### src/rtl/pscl_pkg.sv
package pscl_pkg;

  typedef logic [1:0] sel_t;

  // Ratio of one stage for a select code; quad picks the 1/2/4 set.
  function automatic logic [2:0] stage_ratio(sel_t s, logic quad);
    case (s)
      2'b01:   return 3'd2;
      2'b10:   return quad ? 3'd4 : 3'd3;
      default: return 3'd1;
    endcase
  endfunction

endpackage

### src/rtl/pscl_stage.sv
module pscl_stage
  import pscl_pkg::*;
#(
  parameter bit QUAD = 1'b0
) (
  input  logic clk,
  input  logic rst,
  input  logic clr,
  input  sel_t sel,
  input  logic en_in,
  output logic en_out
);

  localparam int MAXR = QUAD ? 4 : 3;
  localparam int CW   = $clog2(MAXR);

  logic [CW-1:0] cnt;
  logic [CW-1:0] last;

  assign last   = CW'(stage_ratio(sel, QUAD) - 3'd1);
  assign en_out = en_in && (cnt == last);

  always_ff @(posedge clk) begin
    if (rst || clr) begin
      cnt <= '0;
    end else if (en_in) begin
      cnt <= (cnt == last) ? '0 : cnt + CW'(1);
    end
  end

  AST_CNT_BELOW_RATIO: assert property (@(posedge clk) disable iff (rst)
    cnt <= last);

endmodule

### src/rtl/pscl_frame.sv
module pscl_frame #(
  parameter int PERIOD = 256
) (
  input  logic clk,
  input  logic rst,
  input  logic tick,
  output logic wrap
);

  localparam int FW = $clog2(PERIOD);

  logic [FW-1:0] cnt;

  assign wrap = tick && (cnt == FW'(PERIOD - 1));

  always_ff @(posedge clk) begin
    if (rst) begin
      cnt <= '0;
    end else if (tick) begin
      cnt <= wrap ? '0 : cnt + FW'(1);
    end
  end

endmodule

### src/rtl/mclk_prescale_chain.sv
module mclk_prescale_chain
  import pscl_pkg::*;
#(
  parameter int SAMPLE_DIV = 256
) (
  input  logic       clk,
  input  logic       rst,
  input  logic [1:0] div1_sel,
  input  logic [1:0] div2_sel,
  input  logic [1:0] div3_sel,
  output logic       imclk_en,
  output logic       sample_stb
);

  localparam int              NSTG      = 3;
  localparam logic [NSTG-1:0] QUAD_MASK = 3'b100;
  localparam int              SW        = $clog2(SAMPLE_DIV) + 1;

  logic [NSTG-1:0][1:0] cfg_sel;
  logic [NSTG-1:0][1:0] act_sel;
  logic [NSTG:0]        en_chain;
  logic                 frame_wrap;

  assign cfg_sel[0]  = div1_sel;
  assign cfg_sel[1]  = div2_sel;
  assign cfg_sel[2]  = div3_sel;
  assign en_chain[0] = 1'b1;

  // Active ratios: pass-through after reset, reloaded only at a boundary.
  always_ff @(posedge clk) begin
    if (rst) begin
      act_sel <= '0;
    end else if (frame_wrap) begin
      act_sel <= cfg_sel;
    end
  end

  for (genvar g = 0; g < NSTG; g++) begin : g_stage
    pscl_stage #(
      .QUAD (QUAD_MASK[g])
    ) u_stage (
      .clk    (clk),
      .rst    (rst),
      .clr    (frame_wrap),
      .sel    (act_sel[g]),
      .en_in  (en_chain[g]),
      .en_out (en_chain[g+1])
    );
  end

  pscl_frame #(
    .PERIOD (SAMPLE_DIV)
  ) u_frame (
    .clk  (clk),
    .rst  (rst),
    .tick (en_chain[NSTG]),
    .wrap (frame_wrap)
  );

  always_ff @(posedge clk) begin
    if (rst) begin
      imclk_en   <= 1'b0;
      sample_stb <= 1'b0;
    end else begin
      imclk_en   <= en_chain[NSTG];
      sample_stb <= frame_wrap;
    end
  end

  // Independent count of output enables since the last strobe.
  logic [SW-1:0] en_seen;
  always_ff @(posedge clk) begin
    if (rst) begin
      en_seen <= '0;
    end else if (imclk_en) begin
      en_seen <= sample_stb ? '0 : en_seen + SW'(1);
    end
  end

  AST_SEL_HOLD: assert property (@(posedge clk) disable iff (rst)
    !frame_wrap |=> $stable(act_sel));
  AST_STB_ON_LAST_EN: assert property (@(posedge clk) disable iff (rst)
    sample_stb |-> (imclk_en && en_seen == SW'(SAMPLE_DIV - 1)));
  AST_NO_MISSED_STB: assert property (@(posedge clk) disable iff (rst)
    en_seen < SW'(SAMPLE_DIV));
  AST_START_PASS: assert property (@(posedge clk) disable iff (rst)
    $fell(rst) |=> imclk_en);

endmodule

### config.mk
export PLATFORM = sky130hd
export DESIGN_NAME = mclk_prescale_chain
export DESIGN_NICKNAME = d
export VERILOG_FILES = /design/src/rtl/pscl_pkg.sv /design/src/rtl/pscl_stage.sv /design/src/rtl/pscl_frame.sv /design/src/rtl/mclk_prescale_chain.sv
export SDC_FILE = /design/constraint.sdc
export NUM_CORES = 1
export LEC_CHECK = 0
export BUFFER_PORTS_ARGS = -buffer_cell sky130_fd_sc_hd__buf_2
export CELL_PAD_IN_SITES_DETAIL_PLACEMENT = 0
export CELL_PAD_IN_SITES_GLOBAL_PLACEMENT = 1
export CORE_ASPECT_RATIO = 1.2
export CORE_MARGIN = 5
export CORE_UTILIZATION = 44
export CTS_CLUSTER_DIAMETER = 200
export DETAILED_ROUTE_END_ITERATION = 8
export GPL_TIMING_DRIVEN = 0
export PLACE_DENSITY = 0.84
export SLEW_MARGIN = 15
export SYNTH_ARGS = -nofsm -noshare
export SYNTH_HDL_FRONTEND = slang
export SYNTH_HIERARCHICAL = 1
export SYNTH_SLANG_ARGS = --single-unit
### constraint.sdc
create_clock -name clk -period 3.1 [get_ports clk]
set_input_delay 0.62 -clock clk [delete_from_list [all_inputs] [get_ports clk]]
set_output_delay 0.62 -clock clk [all_outputs]
set_load 0.02 [all_outputs]
==> results.txt <==
Synth async-reset ratio - 0
PortBufs - 9
CP Cell Sequence - nor2b_1, nor4_2, o31a_1, o31a_1, and3_2, buf_4, and3_2, and3_2, buf_6, mux2i_1, nor2_1
Most frequent CP cell - and3_2
Largest net degree at the start of global routing - 16
Most frequent cells in the layout - 22 x dfxtp_1, 12 x nor2_1, 9 x buf_2
Static Leak - 0.000479 µW
Fill count - 233
Vias/cell - 5.25
Core ar. - 2480 µm²
Syn_area_per_cell - 9.75 µm²
Max clock buf depth - 2
Synth Register Bits - 22
RSZ-0062 raised after global routing - no
Placed Area - 1210 µm²
Final period util - 0.845
Worst IR drop on VDD - 193 µV
Gate Count Post-Synth - 114
Post-synth EDFFs - 0
Status - complete, no violations
Detail Placement HPWL - 1430 µm
CTS resizes - 0
GRT Util Overall - 0.113
Via count - 855
Sequential share of the synthesized area - 0.396
CP Launch Type - register
CTS Hold Bufs - 0
H-tree depth - 1
Critical Path Sink Type - register
Post-layout minimum cycle time - 2.62 ns
Rows - 20
Slowest CP cell - dfxtp_1
Initial antenna violation count - 0
Maximum clock rate - 382 MHz
Clk root buf - clkbuf_4
Final hold violation count - 0
Syn Std Cell Area - 1110 µm²
HP Class - register to register
Sequential cell area - 440 µm²
# DRC - 0
Total negative slack - 0 ns
Pwr dens - 355 nW/µm²
Post-CTS Setup Bufs - 0
Syn. warnings - 6
Max_cap viols - 0
Commonest non-fill, non-tap cell in the layout - dfxtp_1
Die X - 55.9 µm
First-pass DRT Iterations - 4
Worst path required time - 3.29 ns
Post-route ant nets - 0
Design area - 1230 µm²
Ratio of cells with drive above 1 in the final layout - 0.231
Critical Path AT - 2.81 ns
Setup Crit Path Kind - register to register
Die Height - 65.0 µm
Starting Density - 0.448
Placer Congestion - 0.821
Detailed Route WL - 1890 µm
Final #Nets - 142
TritonCTS clock tree - done
Global-route wire length before repair - 3270 µm
# diodes - 0
GR Overflow Total - 0
Number of different library cells in the post-synthesis netlist - 36
WL/cell - 11.6 µm
Top_reg_cell synth - dfxtp_1
Final max-slew violation count - 0
Crit Path Max Fanout - 10
Die area - 3630 µm²
Crit-path max cell delay - 0.36 ns
Vias in the first global route - 795
Iteration-0 DRC Markers - 17
Reg clk slew, reported paths - 0.11 ns
Setup Viol. Count Final - 0
Area of the multi-input gates - 648 µm²
Clock latency on the worst-skew pair - 0.29 ns
# IOs - 10
Synth-to-layout area growth - 11.1%
Min Hold Slack - 0.487 ns
CTS Sinks - 22
Layout Skew - 0.00149 ns
Num CTS Buffers - 3
[per-layer routing]
metal,vias up,global-route usage,routed length [µm]
li1,446,-,-
met1,403,0.135,892
met2,4,0.192,947
met3,2,0.0179,30
met4,0,0.0623,18
met5,-,0,0
[synth_stat cells (all sizes together), types with 2 or more instances]
| cell type | instances | area (µm²) |
|---|---|---|
| o221a | 2 | 22.5 |
| buf | 3 | 30.0 |
| and2b | 2 | 16.3 |
| nor4 | 4 | 50.1 |
| and3 | 3 | 22.5 |
| nor3b | 3 | 22.5 |
| ha | 2 | 25.0 |
| a211oi | 2 | 25.0 |
| nor2 | 12 | 45.0 |
| nor2b | 4 | 25.0 |
| a211o | 3 | 26.3 |
| dfxtp | 22 | 440 |
| nand3b | 2 | 15.0 |
| xnor2 | 2 | 17.5 |
| nand2 | 4 | 22.5 |
| nand4 | 2 | 12.5 |
| o31a | 3 | 26.3 |
| and4 | 2 | 18.8 |
| xor2 | 3 | 26.3 |
| nand2b | 3 | 23.8 |
| or3 | 2 | 12.5 |
| o21ai | 2 | 10.0 |
| inv | 2 | 7.51 |
| a21oi | 8 | 40.0 |
| nor3 | 4 | 20.0 |
| nand3 | 2 | 10.0 |
| mux2i | 7 | 70.1 |
[final timing paths]
| path | from | end | slack, ns | depth (start not counted) |
|---|---|---|---|---|
| setup / recovery | act_sel[1] | act_sel[5] | 0.48 | 11 |
| hold / removal | u_frame/cnt[7] | u_frame/cnt[7] | 0.49 | 1 |
| setup reg to reg | act_sel[1] | act_sel[5] | 0.48 | 11 |
| hold reg to reg | u_frame/cnt[7] | u_frame/cnt[7] | 0.49 | 1 |
[report_power, final]
part	internal, µW	switching, µW
combinational	12.7	14.7
clock	45.2	77.2
sequential	286	2.63
total	343	94.5
[critical path, delay by kind of cell, from the launching register on]
kind	cells	cell delay [ns]
AND/OR/NAND/NOR	6	1.16
flip-flops	1	0.36
buffers and inverters	2	0.32
multiplexers	1	0.19
AO/OA/AOI/OAI	2	0.48
[kinds of logic (layout without fill, tap and decap cells)]
| kind of cell | after synthesis | count (layout) | share of synthesized area |
|---|---|---|---|
| AO/OA/AOI/OAI | 22 | 22 | 0.149 |
| XOR/XNOR | 5 | 5 | 0.0394 |
| adder cells (fa/ha/maj) | 2 | 2 | 0.0225 |
| buffers and inverters | 5 | 17 | 0.0338 |
| flip-flops | 22 | 22 | 0.396 |
| multiplexers | 7 | 7 | 0.0631 |
| other | 1 | 5 | 0.00338 |
| AND/OR/NAND/NOR | 50 | 50 | 0.293 |
[state kept, by name, summed over array words and instances (netlist names)]
| register | flops |
|---|---|
| u_frame/cnt | 8 |
| imclk_en | 1 |
| act_sel | 6 |
| g_stage.u_stage/cnt | 6 |
| sample_stb | 1 |
[metrics by stage]
stage                     setup WS, ns  total power [µW]  utilization  cells
after floorplan                  0.761               311            -    118
after global placement           0.479               321        0.489    160
after detailed placement         0.461               322        0.489    160
after CTS                        0.449               449        0.498    163
after global routing             0.221               464        0.498    163
final                            0.480               438        0.498    163
[layout make-up]
cell class,count,share of cell area
sequential,22,0.357
timing repair buffer,9,0.0365
multi-input combinational,91,0.525
buffer,3,0.0243
tap,33,0.0334
inverter,2,0.00608
clock buffer,3,0.0182
(Power assumes the default switching activity.)
